`src/rtl/slot_sched_pkg.sv`:
```
package slot_sched_pkg;

  typedef enum logic [1:0] {
    PRIO_OFF  = 2'b00,
    PRIO_LOW  = 2'b01,
    PRIO_MID  = 2'b10,
    PRIO_HIGH = 2'b11
  } prio_e;

  // strobes from the sequencer to the datapath
  typedef struct packed {
    logic  grantStb;
    prio_e lvl;
  } schedStrobe_t;

endpackage

```
`src/rtl/slot_sched_rr_pick.sv`:
```
module slot_sched_rr_pick #(
  parameter int NUM_CHAN = 16,
  localparam int CHAN_W = $clog2(NUM_CHAN)
) (
  input  logic [NUM_CHAN-1:0] candMask,
  input  logic [CHAN_W-1:0]   lastIdx,
  output logic                found,
  output logic [CHAN_W-1:0]   pickIdx
);

  // search starts just after the last served channel and wraps around
  always_comb begin
    found   = 1'b0;
    pickIdx = lastIdx;
    for (int k = 1; k <= NUM_CHAN; k++) begin
      if (!found && candMask[(int'(lastIdx) + k) % NUM_CHAN]) begin
        found   = 1'b1;
        pickIdx = CHAN_W'((int'(lastIdx) + k) % NUM_CHAN);
      end
    end
  end

endmodule

```
`src/rtl/slot_sched_ctrl.sv`:
```
module slot_sched_ctrl
  import slot_sched_pkg::*;
#(
  parameter int CYCLE_LEN = 7,
  localparam int POS_W = $clog2(CYCLE_LEN)
) (
  input  logic             clk,
  input  logic             rstN,
  input  logic             slotStart,
  input  logic [2:0]       lvlPend,   // bit0 low, bit1 middle, bit2 high
  output schedStrobe_t     strobe,
  output logic [POS_W-1:0] slotPos
);

  localparam logic [POS_W-1:0] LAST_POS = POS_W'(CYCLE_LEN - 1);
  localparam logic [POS_W-1:0] LOW_POS  = POS_W'(3);

  prio_e target;
  prio_e chosen;

  always_ff @(posedge clk or negedge rstN) begin
    if (!rstN) begin
      slotPos <= '0;
    end else if (slotStart) begin
      slotPos <= (slotPos == LAST_POS) ? '0 : slotPos + 1'b1;
    end
  end

  // even positions are high, position three is low, the rest are middle
  always_comb begin
    if (!slotPos[0])            target = PRIO_HIGH;
    else if (slotPos == LOW_POS) target = PRIO_LOW;
    else                        target = PRIO_MID;
  end

  always_comb begin
    if (lvlPend[2'(target) - 2'd1]) chosen = target;
    else if (lvlPend[2])            chosen = PRIO_HIGH;
    else if (lvlPend[1])            chosen = PRIO_MID;
    else                            chosen = PRIO_LOW;
  end

  always_comb begin
    strobe.grantStb = slotStart && (|lvlPend);
    strobe.lvl      = chosen;
  end

endmodule

```
`src/rtl/slot_sched_datapath.sv`:
```
module slot_sched_datapath
  import slot_sched_pkg::*;
#(
  parameter int NUM_CHAN = 16,
  parameter int REG_W    = 16,
  localparam int CHAN_W        = $clog2(NUM_CHAN),
  localparam int CH_PER_REG    = REG_W / 2,
  localparam int NUM_PRIO_REGS = NUM_CHAN / CH_PER_REG,
  localparam int ADDR_W        = $clog2(2 * NUM_PRIO_REGS)
) (
  input  logic                  clk,
  input  logic                  rstN,
  input  logic                  wrEn,
  input  logic [ADDR_W-1:0]     wrAddr,
  input  logic [REG_W-1:0]      wrData,
  input  logic                  doneValid,
  input  logic [CHAN_W-1:0]     doneChan,
  input  schedStrobe_t          strobe,
  output logic [2:0]            lvlPend,
  output logic                  grantValid,
  output logic [CHAN_W-1:0]     grantChan,
  output logic [2*NUM_CHAN-1:0] prioFlat,
  output logic [2*NUM_CHAN-1:0] reqFlat
);

  logic [2*NUM_CHAN-1:0]    nextPrio;
  logic [2*NUM_CHAN-1:0]    nextReq;
  logic [2:0][NUM_CHAN-1:0] lvlMask;
  logic [2:0][CHAN_W-1:0]   lastServed;
  logic [2:0][CHAN_W-1:0]   lvlPick;
  logic [2:0]               lvlFound;
  logic [1:0]               selLvl;

  // next state of the host-visible fields
  always_comb begin
    nextPrio = prioFlat;
    nextReq  = reqFlat;
    for (int c = 0; c < NUM_CHAN; c++) begin
      if (wrEn && wrAddr == ADDR_W'(NUM_PRIO_REGS - 1 - c / CH_PER_REG))
        nextPrio[2*c +: 2] = wrData[2*(c % CH_PER_REG) +: 2];
      if (doneValid && doneChan == CHAN_W'(c))
        nextReq[2*c +: 2] = 2'b00;
      if (wrEn && wrAddr == ADDR_W'(2*NUM_PRIO_REGS - 1 - c / CH_PER_REG) &&
          wrData[2*(c % CH_PER_REG) +: 2] != 2'b00)
        nextReq[2*c +: 2] = wrData[2*(c % CH_PER_REG) +: 2];
    end
  end

  always_ff @(posedge clk or negedge rstN) begin
    if (!rstN) begin
      prioFlat <= '0;
      reqFlat  <= '0;
    end else begin
      prioFlat <= nextPrio;
      reqFlat  <= nextReq;
    end
  end

  // per-channel pending masks, split by level
  for (genvar c = 0; c < NUM_CHAN; c++) begin : g_chan
    logic chanPend;
    assign chanPend = (reqFlat[2*c +: 2] != 2'b00) &&
                      (prio_e'(prioFlat[2*c +: 2]) != PRIO_OFF);
    for (genvar l = 0; l < 3; l++) begin : g_lvl
      assign lvlMask[l][c] = chanPend && (prioFlat[2*c +: 2] == 2'(l + 1));
    end
  end

  // one round-robin picker per level
  for (genvar l = 0; l < 3; l++) begin : g_pick
    slot_sched_rr_pick #(.NUM_CHAN(NUM_CHAN)) u_pick (
      .candMask (lvlMask[l]),
      .lastIdx  (lastServed[l]),
      .found    (lvlFound[l]),
      .pickIdx  (lvlPick[l])
    );
    assign lvlPend[l] = |lvlMask[l];
  end

  assign selLvl = 2'(strobe.lvl) - 2'd1;

  always_ff @(posedge clk or negedge rstN) begin
    if (!rstN) begin
      grantValid <= 1'b0;
      grantChan  <= '0;
      lastServed <= {3{CHAN_W'(NUM_CHAN - 1)}};
    end else begin
      grantValid <= strobe.grantStb && lvlFound[selLvl];
      if (strobe.grantStb && lvlFound[selLvl]) begin
        grantChan          <= lvlPick[selLvl];
        lastServed[selLvl] <= lvlPick[selLvl];
      end
    end
  end

endmodule

```
`src/rtl/slot_sched.sv`:
```
module slot_sched
  import slot_sched_pkg::*;
#(
  parameter int NUM_CHAN  = 16,
  parameter int REG_W     = 16,
  parameter int CYCLE_LEN = 7,
  localparam int CHAN_W        = $clog2(NUM_CHAN),
  localparam int CH_PER_REG    = REG_W / 2,
  localparam int NUM_PRIO_REGS = NUM_CHAN / CH_PER_REG,
  localparam int ADDR_W        = $clog2(2 * NUM_PRIO_REGS),
  localparam int POS_W         = $clog2(CYCLE_LEN)
) (
  input  logic              clk,
  input  logic              rstN,
  input  logic              wrEn,
  input  logic [ADDR_W-1:0] wrAddr,
  input  logic [REG_W-1:0]  wrData,
  input  logic              slotStart,
  input  logic              doneValid,
  input  logic [CHAN_W-1:0] doneChan,
  output logic              grantValid,
  output logic [CHAN_W-1:0] grantChan
);

  schedStrobe_t          strobe;
  logic [2:0]            lvlPend;
  logic [POS_W-1:0]      slotPos;
  logic [2*NUM_CHAN-1:0] prioFlat;
  logic [2*NUM_CHAN-1:0] reqFlat;

  slot_sched_ctrl #(.CYCLE_LEN(CYCLE_LEN)) u_ctrl (
    .clk       (clk),
    .rstN      (rstN),
    .slotStart (slotStart),
    .lvlPend   (lvlPend),
    .strobe    (strobe),
    .slotPos   (slotPos)
  );

  slot_sched_datapath #(.NUM_CHAN(NUM_CHAN), .REG_W(REG_W)) u_dp (
    .clk        (clk),
    .rstN       (rstN),
    .wrEn       (wrEn),
    .wrAddr     (wrAddr),
    .wrData     (wrData),
    .doneValid  (doneValid),
    .doneChan   (doneChan),
    .strobe     (strobe),
    .lvlPend    (lvlPend),
    .grantValid (grantValid),
    .grantChan  (grantChan),
    .prioFlat   (prioFlat),
    .reqFlat    (reqFlat)
  );

endmodule

```
`config.mk`:
```
export PLATFORM = sky130hd
export DESIGN_NAME = slot_sched
export DESIGN_NICKNAME = d
export VERILOG_FILES = /design/src/rtl/slot_sched_pkg.sv /design/src/rtl/slot_sched_rr_pick.sv /design/src/rtl/slot_sched_ctrl.sv /design/src/rtl/slot_sched_datapath.sv /design/src/rtl/slot_sched.sv
export SDC_FILE = /design/constraint.sdc
export NUM_CORES = 1
export LEC_CHECK = 0
export ABC_CLOCK_PERIOD_IN_PS = 15050
export BUFFER_PORTS_ARGS = -buffer_cell sky130_fd_sc_hd__buf_2
export CAP_MARGIN = 20
export CORE_MARGIN = 2
export CORE_UTILIZATION = 65
export CTS_CLUSTER_DIAMETER = 60
export DETAILED_ROUTE_END_ITERATION = 10
export PLACE_DENSITY = 0.83
export SLEW_MARGIN = 5
export SYNTH_ARGS = -nofsm -noshare
export SYNTH_HDL_FRONTEND = slang
export SYNTH_SLANG_ARGS = --single-unit
```
`constraint.sdc`:
```
create_clock -name clk -period 15.05 [get_ports clk]
set_clock_uncertainty 0.15 [all_clocks]
set_input_delay 3.01 -clock clk [delete_from_list [all_inputs] [get_ports clk]]
set_output_delay 3.01 -clock clk [all_outputs]
set_load 0.01 [all_outputs]
```
### After elaboration in Yosys (flattened, before gate mapping)

Cells that the tools add are included.

* bits in latches: 0
* flip-flop bits (word level): 84
* bits in read-only memories: 0
* memories: 0
* memory bits (writable): 0
* input port bits: 27

* divide/modulo/power cells: 0
* equality and inequality tests: 68
* bitwise logic cells: 48
* $mul: 0
* multiplexer cells: 287
* reduce and logical (&&, ||, !) cells: 303
* add/subtract/negate cells: 51
* magnitude comparators: 51
* shifts and indexed selects: 0

Operators with widths (number)
* < comparator 5 x 6 -> 1 bit, second input constant: 48
* 2-to-1 mux 4 bit: 50
* binary-select mux 1 bit (select 4 bit): 48
* OR reduction 4 bit: 48
* logical AND 1 bit: 148
* 2-to-1 mux 1 bit: 146
* nonzero test 2 bit: 56
* adder 4 bit, second input constant: 24
* 2-to-1 mux 2 bit: 37
* == test 2 bit, second input constant: 34
* adder 4 x 3 -> 4 bit, second input constant: 12
* bitwise AND 1 bit, first input constant: 48
* OR reduction 16 bit: 3
* OR reduction 48 bit: 1
* logical NOT 1 bit: 45
* == test 2 x 1 -> 1 bit, second input constant: 17
* == test 4 bit, second input constant: 8
* adder 4 x 1 -> 4 bit, second input constant: 6
* adder 4 x 2 -> 4 bit, second input constant: 6
* == test 4 x 3 -> 1 bit, second input constant: 4
* bitwise mux 12 bit: 1
* binary-select mux 4 bit (select 2 bit): 1
* demux 4 bit (select 2 bit): 1
* == test 4 x 2 -> 1 bit, second input constant: 2
* other kinds (11): 14

### Longest topological paths before layout

* depth after elaboration: 55
* depth in mapped cells: 17
* depth with buffers taken out: 14

### By module

From an unflattened synthesis, not the netlist that was laid out.

* cells, all modules: 1414
* area total of the unflattened synthesis: 12182.9 µm²

By module, submodules not included
* slot_sched_rr_pick: area each 2688.8 µm², sequential area each 0.0 µm², cells each 332, times used 3
* slot_sched_datapath: area each 3915.0 µm², sequential area each 2042.0 µm², cells each 397, times used 1
* slot_sched_ctrl: area each 201.4 µm², sequential area each 75.1 µm², cells each 21, times used 1

### Least setup slack after synthesis

Ideal clock, no wire load.

* path type: register -> register
* start point: register u_dp.lastServed[9] (netlist name)
* end point: register u_dp.grantChan[0]
* path buffers: 2
* arrival time: 4.748 ns
* stages on the path, launching flop included: 15
* setup time: 0.142 ns
* slack: 10.010 ns
* cell sequence: dfstp_2 clkbuf_1 inv_1 buf_1 ha_1 mux4_2 mux4_2 or3_1 or4_4 or3_4 o2111ai_2 xnor2_1 nor3_2 a41oi_1 a31oi_1

* word-level cells in the longest chain between the ends: 53
* elaborated cells on any way between the ends: 131

RTL lines
* from (decl): line slot_sched_datapath.sv:29 `logic [2:0][CHAN_W-1:0] lastServed;`
* from (signal assigned): line slot_sched_datapath.sv:86 `lastServed <= {3{CHAN_W'(NUM_CHAN - 1)}};`
* from (signal, indexed assignment): line slot_sched_datapath.sv:91 `lastServed[selLvl] <= lvlPick[selLvl];`
* adder 4 x 1 -> 4 bit: line slot_sched_rr_pick.sv:16 `if (!found && candMask[(int'(lastIdx) + k) % NUM_CHAN]) begin`
* binary-select mux 1 bit (select 4 bit): line slot_sched_rr_pick.sv:16
* 2-to-1 mux 1 bit (implied by the code) (2 in series): line slot_sched_rr_pick.sv:16
* 2-to-1 mux 1 bit: line slot_sched_rr_pick.sv:16
* logical NOT 1 bit: line slot_sched_rr_pick.sv:16
* logical AND 1 bit: line slot_sched_rr_pick.sv:16
* 2-to-1 mux 1 bit: line slot_sched_rr_pick.sv:16
* logical NOT 1 bit: line slot_sched_rr_pick.sv:16
* [... 36 more ...]
* logical AND 1 bit: line slot_sched_rr_pick.sv:16
* 2-to-1 mux 1 bit: line slot_sched_rr_pick.sv:16
* logical NOT 1 bit: line slot_sched_rr_pick.sv:16
* logical AND 1 bit: line slot_sched_rr_pick.sv:16
* 2-to-1 mux 1 bit: line slot_sched_rr_pick.sv:16
* binary-select mux 1 bit (select 2 bit): line slot_sched_datapath.sv:89 `if (strobe.grantStb && lvlFound[selLvl]) begin`
* 2-to-1 mux 1 bit (implied by the code): line slot_sched_datapath.sv:89
* logical AND 1 bit: line slot_sched_datapath.sv:89
* to (signal assigned): line slot_sched_datapath.sv:90 `grantChan <= lvlPick[selLvl];`
* to (decl): line slot_sched_datapath.sv:21 `output logic [CHAN_W-1:0] grantChan,`

Several ways; a longest one is shown, not always the timed one. The select of a mux whose other input is x is not followed.
A chain may end at the register's enable or synchronous reset.

### Worst setup path after layout

* start point: register u_dp.lastServed[8] (netlist name)
* end point: register u_dp.grantChan[0]

* word-level cells in the longest chain between the ends: 53
* elaborated cells on any way between the ends: 131

RTL lines (line)
* adder 4 x 1 -> 4 bit: slot_sched_rr_pick.sv:16, slot_sched_rr_pick.sv:18
* binary-select mux 1 bit (select 4 bit): slot_sched_rr_pick.sv:16
* 2-to-1 mux 1 bit (implied by the code) (2 in series): slot_sched_rr_pick.sv:16
* 2-to-1 mux 1 bit: slot_sched_rr_pick.sv:16
* logical NOT 1 bit: slot_sched_rr_pick.sv:16
* logical AND 1 bit: slot_sched_rr_pick.sv:16
* 2-to-1 mux 1 bit: slot_sched_rr_pick.sv:16
* logical NOT 1 bit: slot_sched_rr_pick.sv:16
* [... 36 more ...]
* logical AND 1 bit: slot_sched_rr_pick.sv:16
* 2-to-1 mux 1 bit: slot_sched_rr_pick.sv:16
* logical NOT 1 bit: slot_sched_rr_pick.sv:16
* logical AND 1 bit: slot_sched_rr_pick.sv:16
* 2-to-1 mux 1 bit: slot_sched_rr_pick.sv:16
* binary-select mux 1 bit (select 2 bit): slot_sched_datapath.sv:89
* 2-to-1 mux 1 bit (implied by the code): slot_sched_datapath.sv:89
* logical AND 1 bit: slot_sched_datapath.sv:89

Several ways; a longest one is shown, not always the timed one. The select of a mux whose other input is x is not followed.

==> results.toml <==
[status]
status = "finished, final reports clean"

[clocking]
clockBufferDepth = 2
path_clk_slew_ps = 70
cts_hold_buf = 0
cts_resized = 0
cts.sinks = 84
post_cts_buffers = 0
htreeDepth = 3
cts_buffers = 9
cts_root_buffer = "clkbuf_16"
clk_latency_ps = 360
cts_tree = "built"

[worst_setup_path]
cp-end-kind = "register"
path_delay_family = "simple AND/OR/NAND/NOR gates"
crit_start = "u_dp.lastServed[8]"
cp_data_arrival_time_ps = 6240
crit_fanout = 24
path_buf_inv = 2
slowest_delay_ps = 970
slowest_stage = "dfstp_2"
worstPathCellList = "inv_2 -> ha_1 -> inv_1 -> mux4_2 -> mux4_2 -> or3_1 -> or4_4 -> or3_4 -> o2111ai_2 -> xnor2_1 -> nor3_2 -> a41oi_1 -> a31oi_1"
startpoint_type = "register"
timing.rr.start = "u_dp.lastServed[8]"
critPathRequiredTime_ps = 15110
crit_type = "register to register"
cpMostUsedCell = "mux4_2"

[place]
dp_hpwl_microns = 32100
port-buffer-count = 31
place_inst = 1614
routabilityCongestion = 1.07
place_ws_ps = 8940

[hold_path]
min_from = "u_dp.grantChan[3]"
holdCritPathClass = "register to register"

[grt]
top_usage_layer = "met2"
grt_max_degree = 85
grt_usage_pct = 45.2
grt_pass1_wl_microns = 64400
antenna_found_initial = 0
use_met1_pct = 60.3
grt_pass1_vias = 11500
grt_use_met3_pct = 13.3
grt-ovfl-total = 0
use_met2_pct = 67.1

[synth]
yosysWarnings = 0
yosysMostFrequentCell = "nand2_1"
yosysSeqAreaShare_pct = 18.3
syn-num-nets = 1462
synth_top_cells_by_area = "mux4_2 17%, dfrtp_1 16%, nand2_1 6.5%"
syn_area_per_cell_sq_um = 8.20
synth_area_sq_um = 11600
synth_top_area_share_pct = 16.7
ys_types = 88
synth_top_flop_cell = "dfrtp_1"
async_flop_share_pct = 100
synth_top_area_cell = "mux4_2"
yosys-top-cells-count = "199 x nand2_1, 135 x nor2_1, 86 x mux4_2, 72 x dfrtp_1, 72 x nand3_1"
synth-edff-count = 0
ys_ff_latch = 84
syn-instance-count = 1410

[die]
num_rows = 48
core_area_sq_um = 17400
io_pins = 32
fp.dieW_microns = 137
die_h_microns = 137
fp.dieArea_sq_um = 18900
start_util_pct = 66.6

[final_layout]
nNetsFinal = 1455
drive_gt1_share_pct = 17.0
area_delta_synth_final_pct = 5.21
fill_cells = 1412
seqCellArea_sq_um = 2120
fin_cells = 1633
n_antenna_cell = 0
multi_input_area_sq_um = 9100

[timing]
slew_violations = 0
worst_slew_pin_slew_ps = 1070
whs_ps = 362
fin_crit_sh_pct = 41.0
rsz0062_at_grt = "false"
slew_headroom_pct = 28.2
fin_tns_setup_ps = 0
final-setup-viol-count = 0
hold_viol_final = 0
final.setup.worst_slack_ps = 8880
min_period_ps = 6170
fmaxAchievable_mhz = 162

[flow_run]
cap_violations = 0

[detailed_routing]
wirelength_microns = 42300
vias_per_cell = 7.73
drcViolationCount = 0
wl_per_cell_microns = 25.9
drt_iter0_drc = 1709
drtAntennaViolNets = 0
firstDrtPassIters = 7
vias = 12600
-- routing by layer --
metal,vias to the layer above,share of wire (%),wire [microns]
met3,198,14,6080
met1,5890,37,15600
met2,1089,43,18100
li1,5450,-,-
met4,2,5.6,2360
met5,-,0.095,40
-- placed cells by master (no fill, tap or decap), drive strengths merged, types with 27 or more instances in the layout --
cell type / count
inv: 34
nand2b: 31
nor3: 43
o21ai: 76
or2: 37
o22ai: 29
a21oi: 56
mux4: 86
xnor2: 28
mux2: 40
nand3: 72
nor2: 135
dfrtp: 72
mux2i: 27
buf: 38
nand2: 199
-- metrics by stage --
| step | util (%) | area (sq um) |
|---|---|---|
| after floorplan | - | 11600 |
| after global placement | 68.1 | 11800 |
| after detailed placement | 68.1 | 11800 |
| after CTS | 69.9 | 12100 |
| after global routing | 70.1 | 12200 |
| final | 70.1 | 12200 |
-- area by class of cell --
class                      count  area share [%]
tap                          225            2.31
clock inverter                 7           0.730
multi-input combinational   1237            74.8
timing repair buffer          38            1.87
inverter                      33            1.02
sequential                    84            17.4
clock buffer                   9            1.85
-- path summary, 6_finish.rpt --
kind	cells after the start	slack [ps]	to
worst min-delay path	1	360	u_dp.grantChan[3]
min in group asynchronous	1	2360	u_dp.grantChan[3]
worst max-delay path	13	8880	u_dp.grantChan[0]
worst min register to register	1	360	u_dp.grantChan[3]
max in group asynchronous	2	11760	u_dp.lastServed[10]
worst max register to register	13	8880	u_dp.grantChan[0]
-- flip-flops by register name, indices dropped and copies added (netlist names) --
name and count:
u_dp.prioFlat 32, u_dp.grantChan 4, u_dp.reqFlat 32, u_dp.grantValid 1
u_dp.lastServed 12, u_ctrl.slotPos 3
-- kinds of logic after synthesis --
family,Yosys count,share of synthesized area (%)
muxes,153,23.0
and+or+nand+nor,654,27.9
AOI/OAI and AO/OA,365,22.1
DFF,84,18.3
adders and majority gates,25,2.70
buffers and inverters,89,3.02
xor gates and xnor gates,40,3.03
Power is not shown: default switching activity piles up to over one toggle a cycle in this logic, so the estimate is an artifact.
